### src/rtl/nvmg_pkg.sv
package nvmg_pkg;

    localparam logic [7:0] KEY_FIRST  = 8'h55;
    localparam logic [7:0] KEY_SECOND = 8'hAA;

    typedef struct packed {
        logic msel;
        logic csel;
        logic pad;
        logic erase;
        logic err;
        logic wen;
        logic wstart;
        logic rstart;
    } ctl_t;

    typedef enum logic [1:0] {
        UNL_IDLE  = 2'd0,
        UNL_HALF  = 2'd1,
        UNL_ARMED = 2'd2
    } unl_e;

    function automatic logic [7:0] ctl_view(ctl_t r);
        return {r.msel, r.csel, 1'b0, r.erase, r.err, r.wen, r.wstart, r.rstart};
    endfunction

    function automatic ctl_t ctl_from_byte(logic [7:0] b);
        ctl_t r;
        r = ctl_t'(b);
        r.pad = 1'b0;
        return r;
    endfunction

endpackage

### src/rtl/nvmg_unlock.sv
module nvmg_unlock
    import nvmg_pkg::*;
(
    input  logic       clk,
    input  logic       rst,
    input  logic       key_we,
    input  logic       ctl_we,
    input  logic [7:0] wdata,
    output logic       armed
);

    unl_e st_q;

    always_ff @(posedge clk) begin
        if (rst) begin
            st_q <= UNL_IDLE;
        end else if (key_we) begin
            case (st_q)
                UNL_IDLE: st_q <= (wdata == KEY_FIRST)  ? UNL_HALF  : UNL_IDLE;
                UNL_HALF: st_q <= (wdata == KEY_SECOND) ? UNL_ARMED : UNL_IDLE;
                default:  st_q <= UNL_IDLE;
            endcase
        end else if (ctl_we) begin
            // a control write consumes the key whether or not it starts a write
            st_q <= UNL_IDLE;
        end
    end

    assign armed = (st_q == UNL_ARMED);

endmodule

### src/rtl/nvmg_timer.sv
module nvmg_timer #(
    parameter int BUSY_CYCLES = 64
) (
    input  logic clk,
    input  logic rst,
    input  logic load,
    input  logic run,
    output logic expire,
    output logic done
);

    localparam int CW = (BUSY_CYCLES < 2) ? 1 : $clog2(BUSY_CYCLES);
    localparam logic [CW-1:0] LOAD_VAL = CW'(BUSY_CYCLES - 1);

    logic [CW-1:0] cnt_q;
    logic          done_q;

    assign expire = run && (cnt_q == '0);

    always_ff @(posedge clk) begin
        if (rst) begin
            cnt_q  <= '0;
            done_q <= 1'b0;
        end else begin
            done_q <= 1'b0;
            if (load) begin
                cnt_q <= LOAD_VAL;
            end else if (expire) begin
                done_q <= 1'b1;
            end else if (run) begin
                cnt_q <= cnt_q - 1'b1;
            end
        end
    end

    assign done = done_q;

endmodule

### src/rtl/nvmg_ctlreg.sv
module nvmg_ctlreg
    import nvmg_pkg::*;
(
    input  logic       clk,
    input  logic       rst_cold,
    input  logic       rst_warm,
    input  logic       ctl_we,
    input  logic [7:0] wdata,
    input  logic       armed,
    input  logic       expire,
    output ctl_t       q,
    output logic       accept
);

    ctl_t d;
    logic idle_write;

    assign d          = ctl_from_byte(wdata);
    assign idle_write = ctl_we && !q.wstart;
    assign accept     = idle_write && d.wstart && armed && q.wen;

    always_ff @(posedge clk) begin
        if (rst_cold) begin
            q <= '0;
        end else if (rst_warm) begin
            q.wen    <= 1'b0;
            q.wstart <= 1'b0;
            q.rstart <= 1'b0;
            q.err    <= q.err | q.wstart;
        end else begin
            q.rstart <= 1'b0;
            if (expire) begin
                q.wstart <= 1'b0;
            end
            if (idle_write) begin
                q.msel   <= d.msel;
                q.csel   <= d.csel;
                q.erase  <= d.erase;
                q.wen    <= d.wen;
                q.rstart <= d.rstart;
                if (!d.err) begin
                    q.err <= 1'b0;
                end
                if (accept) begin
                    q.wstart <= 1'b1;
                end
            end
        end
    end

endmodule

### src/rtl/nvm_write_guard.sv
module nvm_write_guard
    import nvmg_pkg::*;
#(
    parameter int BUSY_CYCLES = 64
) (
    input  logic       clk,
    input  logic       rst_cold,
    input  logic       rst_warm,
    input  logic [7:0] bus_wdata,
    input  logic       ctl_we,
    input  logic       key_we,
    output logic [7:0] ctl_rdata,
    output logic [7:0] key_rdata,
    output logic       cpu_stall,
    output logic       wr_done,
    output logic       rd_strobe
);

    logic any_rst;
    logic unl_armed;
    logic start_ok;
    logic tmr_expire;
    ctl_t ctl_q;

    assign any_rst = rst_cold | rst_warm;

    nvmg_unlock u_unlock (
        .clk    (clk),
        .rst    (any_rst),
        .key_we (key_we),
        .ctl_we (ctl_we),
        .wdata  (bus_wdata),
        .armed  (unl_armed)
    );

    nvmg_ctlreg u_ctl (
        .clk      (clk),
        .rst_cold (rst_cold),
        .rst_warm (rst_warm),
        .ctl_we   (ctl_we),
        .wdata    (bus_wdata),
        .armed    (unl_armed),
        .expire   (tmr_expire),
        .q        (ctl_q),
        .accept   (start_ok)
    );

    nvmg_timer #(.BUSY_CYCLES(BUSY_CYCLES)) u_timer (
        .clk    (clk),
        .rst    (any_rst),
        .load   (start_ok),
        .run    (ctl_q.wstart),
        .expire (tmr_expire),
        .done   (wr_done)
    );

    assign ctl_rdata = ctl_view(ctl_q);
    assign key_rdata = 8'h00;
    assign cpu_stall = ctl_q.wstart & ctl_q.msel;
    assign rd_strobe = ctl_q.rstart;

endmodule

### config.mk
export PLATFORM = sky130hd
export DESIGN_NAME = nvm_write_guard
export DESIGN_NICKNAME = d
export VERILOG_FILES = /design/src/rtl/nvmg_pkg.sv /design/src/rtl/nvmg_unlock.sv /design/src/rtl/nvmg_timer.sv /design/src/rtl/nvmg_ctlreg.sv /design/src/rtl/nvm_write_guard.sv
export SDC_FILE = /design/constraint.sdc
export NUM_CORES = 1
export LEC_CHECK = 0
export ABC_AREA = 1
export BUFFER_PORTS_ARGS = -buffer_cell sky130_fd_sc_hd__buf_2
export CAP_MARGIN = 20
export CORE_MARGIN = 4
export CORE_UTILIZATION = 45
export CTS_CLUSTER_SIZE = 40
export DETAILED_ROUTE_END_ITERATION = 16
export GPL_TIMING_DRIVEN = 0
export HOLD_SLACK_MARGIN = 0.15
export PLACE_DENSITY = 0.74
export SLEW_MARGIN = 20
export SYNTH_ARGS = -nofsm -noshare
export SYNTH_HDL_FRONTEND = slang
export SYNTH_HIERARCHICAL = 1
export SYNTH_SLANG_ARGS = --single-unit
### constraint.sdc
create_clock -name clk -period 1.25 [get_ports clk]
set_input_delay 0.25 -clock clk [delete_from_list [all_inputs] [get_ports clk]]
set_output_delay 0.25 -clock clk [all_outputs]
set_load 0.005 [all_outputs]
==> flow_metrics.env, run 1 <==
export IMPL_outcome="completed"
export IMPL_grt_pass1_wl_um=3670
export IMPL_ys_warn_count=6
export IMPL_clockRootBuffer="clkbuf_4"
export IMPL_drcViolationCount=0
export IMPL_required_ns=1.41
export IMPL_p_seq_share_pct=57.3
export IMPL_power_frac_clock_pct=29.5
export IMPL_ctsHoldBuffers=0
export IMPL_initialDrtViolationCount=8
export IMPL_power_switching_w=0.000225
export IMPL_hold_path_class="input pin to flop"
export IMPL_cts_buffer_depth=2
export IMPL_post_route_period_util_pct=97.5
export IMPL_cts_sinks=16
export IMPL_chipHeight_um=55.8
export IMPL_power_density_mw_per_mm2=709
export IMPL_htree_levels=1
export IMPL_final_area_sq_mm=0.00128
export IMPL_setup_tns_ns=0
export IMPL_switching_share_pct=24.8
export IMPL_dpl_hpwl_um=1630
export IMPL_worstSkewPairLatency_ns=0.28
export IMPL_finClkSkew_ns=0.00402
export IMPL_track_usage_pct=14.3
export IMPL_die_w_um=55.8
export IMPL_endpoint="u_timer/cnt_q[1]$_SDFFE_PP0P_"
export IMPL_grt_antenna_before_repair=0
export IMPL_nFillCells=211
export IMPL_coreArea_sq_mm=0.00219
export IMPL_start_kind="flop"
export IMPL_cp_arrival_ns=1.38
export IMPL_diodes=0
export IMPL_area_growth_pct=25.1
export IMPL_netlist_area_sq_mm=0.00103
export IMPL_dieArea_sq_mm=0.00311
export IMPL_drive_above_1_share_pct=32.0
export IMPL_routedWlPerCell_um=9.44
export IMPL_drt_wl_total_um=2150
export IMPL_cp_startpoint="u_timer/cnt_q[0]$_SDFFE_PP0P_"
export IMPL_grt_setup_unrepaired="yes"
export IMPL_clkTransAtPathRegs_ns=0.09
export IMPL_initial_core_util_pct=46.8
export IMPL_grt_pass1_vias=948
export IMPL_cts_tree="yes"
export IMPL_vias_per_cell=4.50
export IMPL_final_setup_viol_count=0
export IMPL_final_util_pct=58.6
export IMPL_hold_slack_ns=0.202
export IMPL_portBuffers=22
export IMPL_dpl_cell_area_sq_mm=0.00120
export IMPL_worstPathMaxFanout=8
export IMPL_grt_overflow=0
export IMPL_rows=17
export IMPL_internal_power_w=0.000685
export IMPL_worstSetupEndpointType="flop"
export IMPL_period_needed_ns=1.22
export IMPL_gp_congestion=0.779
export IMPL_cts_buffers=3
export IMPL_fin_nets=217
export IMPL_max_vdd_ir_drop_uv=569
export IMPL_pwr_share_comb_pct=13.2
export IMPL_min_from="bus_wdata[0]"
export IMPL_synthCells=162
export IMPL_r2r_start="u_timer/cnt_q[0]$_SDFFE_PP0P_"
export IMPL_syn_avg_cell_area_sq_um=6.33
export IMPL_drv_cap=0
export IMPL_ioPinCount=32
export IMPL_grt_max_degree=9
export IMPL_drt_first_pass_iters=4
export IMPL_vias=1025
export IMPL_timing_hold_violations_final=0
export IMPL_power_total_w=0.000910
export IMPL_r2r_end="u_timer/cnt_q[1]$_SDFFE_PP0P_"
export IMPL_drtAntennaViolNets=0
export IMPL_slew_violations=0
export IMPL_worstSetupPathType="flop to flop"
export IMPL_p_leak_nw=0.745
export IMPL_fmax_mhz=820
export IMPL_reg2reg_depth=7
export IMPL_r2r_setup_slack_ns=0.03
## area by class of cell
cell class                      count  area (sq um)  share of cell area (%)
Tap cell                           28          35.0                    2.73
Sequential cell                    16           325                    25.3
Inverter                           34           128                    9.94
Timing Repair Buffer               27           148                    11.5
Multi-Input combinational cell    109           543                    42.3
Clock buffer                        3          22.5                    1.75
Buffer                             11          82.6                    6.43
## power groups by stage
stage | combinational [W] | clock (W) | sequential, W
final | 0.000120 | 0.000268 | 0.000522
after global placement | 0.000115 | 0 | 0.000534
after CTS | 0.000119 | 0.000288 | 0.000522
after floorplan | 0.0000711 | 0 | 0.000535
after detailed placement | 0.000119 | 0 | 0.000534
after global routing | 0.000137 | 0.000319 | 0.000523
## cell usage in the layout, fill, tap and decap left out, drive strengths merged
master	n
nor3	1
o21ai	3
clkbuf	3
nand3	14
nand2	35
clkinv	1
nor2	33
dfxtp	16
ha	2
nand4	4
a21oi	7
inv	33
nor4	1
buf	38
conb	9
## metal layers
metal | routed length [um] | vias to the layer above | track usage, %
li1 | - | 548 | -
met1 | 874 | 454 | 14.9
met2 | 1170 | 21 | 27.7
met3 | 100 | 2 | 2.55
met4 | 12 | 0 | 5.21
met5 | 0 | - | 0
## per-stage QoR
step,setup WS (ns),instances
2_1_floorplan,0.0624,170
3_3_place_gp,-0.0546,220
3_5_place_dp,-0.0778,220
4_1_cts,0.0224,224
5_1_grt,-0.0241,228
6_report,0.0312,228
## flip-flops by register name (all words and copies together) (netlist names)
name / flops
u_ctl/q: 7
u_timer/done: 1
u_unlock/st_q: 2
u_timer/cnt_q: 6
## worst min path at each step
stage                         endpoint  slack, ns  cells past startpoint
2_1_floorplan    u_ctl/q[0]$_SDFF_PP0_       0.37                      2
3_3_place_gp   u_ctl/q[2]$_SDFFE_PP0N_       0.47                      2
3_5_place_dp   u_ctl/q[2]$_SDFFE_PP0N_       0.47                      2
4_1_cts          u_ctl/q[0]$_SDFF_PP0_       0.19                      3
5_1_grt          u_ctl/q[0]$_SDFF_PP0_       0.20                      3
6_report         u_ctl/q[0]$_SDFF_PP0_       0.20                      3
## critical path, cell delays in order (launching register included)
cell and delay (ns):
dfxtp_2 0.34, inv_2 0.09, ha_4 0.16, nand3_4 0.12, nand2_4 0.11, o21ai_0 0.08, nor2_1 0.14, nor2_1 0.05
## repair_timing
action | CTS | global route
setup buffers | 1 | 4
resized for setup | 3 | 8
pin swaps | 2 | 3
setup endpoints to repair | 7 | 9
No activity file was read; power rests on OpenSTA's default activity.
==> inputs of run 2 (changes only) <==
Settings changed: CELL_PAD_IN_SITES_DETAIL_PLACEMENT set to 0, CELL_PAD_IN_SITES_GLOBAL_PLACEMENT set to 1, CORE_UTILIZATION 45 to 30, PLACE_DENSITY 0.74 to unset, PLACE_DENSITY_LB_ADDON set to 0.1.
==> run 2 against run 1 <==
Wire length grew 6.2%. Critical path type unchanged. Die area is 42% higher. Clock skew shrank 0.0016 ns. Critical endpoint is now u_timer/cnt_q[5]$_SDFFE_PP0P_. Largest power group unchanged. Core utilization down 17 points. Hold slack gained 0.012 ns.
==> flow_metrics.env, run 2 (synthesis gave the netlist of run 1 again) <==
export IMPL_outcome="completed"
export IMPL_drtAntennaViolNets=0
export IMPL_drt_first_pass_iters=4
export IMPL_timing_hold_violations_final=0
export IMPL_chipHeight_um=66.5
export IMPL_gp_congestion=0.715
export IMPL_holdPathEnd="u_ctl/q[0]$_SDFF_PP0_"
export IMPL_final_util_pct=41.4
export IMPL_start_kind="flop"
export IMPL_grt_pass1_wl_um=3810
export IMPL_rows=20
export IMPL_ctsHoldBuffers=0
export IMPL_coreArea_sq_mm=0.00315
export IMPL_cts_buffers=3
export IMPL_layout_common_cells="33 x nand2_1, 28 x nor2_1, 27 x inv_1"
export IMPL_r2r_setup_slack_ns=0.05
export IMPL_vias=1001
export IMPL_largest_reg_flops=7
export IMPL_routedWlPerCell_um=9.45
export IMPL_worstPathMaxFanout=5
export IMPL_htree_levels=1
export IMPL_cp_arrival_ns=1.37
export IMPL_area_growth_pct=27.2
export IMPL_track_usage_pct=11.2
export IMPL_final_setup_viol_count=0
export IMPL_grt_overflow=0
export IMPL_r2r_end="u_timer/cnt_q[5]$_SDFFE_PP0P_"
export IMPL_ioPinCount=32
export IMPL_cts_sinks=16
export IMPL_power_density_mw_per_mm2=699
export IMPL_top_register="u_ctl/q"
export IMPL_p_leak_nw=0.734
export IMPL_highest_signal_layer="met4"
export IMPL_vias_per_cell=4.14
export IMPL_max_vdd_ir_drop_uv=269
export IMPL_fin_nets=215
export IMPL_slew_violations=0
export IMPL_top_regs="u_ctl/q x7, u_timer/cnt_q x6, u_unlock/st_q x2"
export IMPL_clkTransAtPathRegs_ns=0.09
export IMPL_dpl_hpwl_um=1800
export IMPL_placed_cells=236
export IMPL_period_needed_ns=1.20
export IMPL_whs_path_depth=3
export IMPL_ff_latch_area_sq_um=327
export IMPL_required_ns=1.42
export IMPL_final_common_cell="nand2_1"
export IMPL_diodes=0
export IMPL_setup_tns_ns=0
export IMPL_grt_max_degree=9
export IMPL_clockRootBuffer="clkbuf_4"
export IMPL_grt_antenna_before_repair=0
export IMPL_final_area_sq_mm=0.00131
export IMPL_worstSkewPairLatency_ns=0.28
export IMPL_reg2reg_depth=8
export IMPL_drive_above_1_share_pct=33.3
export IMPL_fmax_mhz=833
export IMPL_grt_setup_unrepaired="yes"
export IMPL_grt_pass1_vias=898
export IMPL_cts_buffer_depth=2
export IMPL_worstSetupPathType="flop to flop"
export IMPL_worstSetupEndpointType="flop"
export IMPL_finClkSkew_ns=0.00243
export IMPL_dpl_cell_area_sq_mm=0.00122
export IMPL_drcViolationCount=0
export IMPL_initial_core_util_pct=32.5
export IMPL_min_from="bus_wdata[0]"
export IMPL_drv_cap=0
export IMPL_drt_wl_total_um=2290
export IMPL_post_route_period_util_pct=96.0
export IMPL_initialDrtViolationCount=30
export IMPL_r2r_start="u_unlock/st_q[1]$_SDFFE_PP0P_"
export IMPL_die_w_um=66.5
export IMPL_multi_input_area_sq_um=556
export IMPL_cts_tree="yes"
export IMPL_hold_path_class="input pin to flop"
export IMPL_portBuffers=22
export IMPL_nFillCells=374
export IMPL_met2_length_um=1110
export IMPL_wl_met3_um=122
export IMPL_dieArea_sq_mm=0.00442
export IMPL_final_cell_count_no_fill=242
export IMPL_wl_met1_um=1030
[run 2: cell types whose count changed in the layout (fill, tap and decap cells not counted), sizes merged]
| cell | before | now |
|---|---|---|
| buf | 38 | 36 |
[run 2: cell type report]
cell class,instances,share of cell area [%]
inverter,34,9.97
sequential,16,25.0
clock buffer,3,1.73
multi-input combinational,109,42.6
tap,44,4.22
buffer,11,6.33
timing repair buffer,25,10.2
[run 2: routing by layer]
layer,vias up,global-route usage (%)
li1,547,-
met1,431,12.7
met2,21,19.8
met3,2,2.53
met4,0,5.33
met5,-,0
[run 2: critical path, stage by stage (launching register included)]
cell and delay [ns]:
dfxtp_2 0.33, inv_1 0.05, nor2_1 0.08, nand3_1 0.12
nor2_4 0.20, buf_4 0.14, a21oi_2 0.03, nand2_1 0.07
a21oi_2 0.05
[run 2: repair_timing]
action	4_1_cts	5_1_grt
gates resized for setup	2	15
pin swaps	1	3
endpoints found under the setup margin	7	9
cloned	0	0
buffers inserted	0	3
[run 2: worst max path at each step]
stage	start	to	slack [ns]
floorplan	u_timer/cnt_q[0]$_SDFFE_PP0P_	u_timer/cnt_q[4]$_SDFFE_PP0P_	0.06
global placement	u_timer/cnt_q[0]$_SDFFE_PP0P_	u_timer/cnt_q[4]$_SDFFE_PP0P_	-0.08
detailed placement	u_timer/cnt_q[0]$_SDFFE_PP0P_	u_timer/cnt_q[4]$_SDFFE_PP0P_	-0.07
CTS	u_unlock/st_q[1]$_SDFFE_PP0P_	u_timer/cnt_q[5]$_SDFFE_PP0P_	0.007
global route	u_unlock/st_q[1]$_SDFFE_PP0P_	u_timer/cnt_q[5]$_SDFFE_PP0P_	-0.04
finish	u_unlock/st_q[1]$_SDFFE_PP0P_	u_timer/cnt_q[5]$_SDFFE_PP0P_	0.05
[run 2: metrics by stage]
| step | setup WS (ns) | power [W] | hold WS [ns] |
|---|---|---|---|
| detailed placement | -0.0748 | 0.000654 | 0.478 |
| CTS | 0.00702 | 0.000930 | 0.196 |
| floorplan | 0.0624 | 0.000606 | 0.370 |
| global placement | -0.0802 | 0.000652 | 0.477 |
| global route | -0.0442 | 0.000978 | 0.209 |
| finish | 0.0495 | 0.000912 | 0.214 |
[run 2: report_power, final]
group          leakage, nW  internal [W]  switching [W]
Sequential           0.132      0.000518     0.00000419
Clock               0.0138      0.000112       0.000158
Combinational        0.588     0.0000552      0.0000653
Total                0.734      0.000684       0.000228
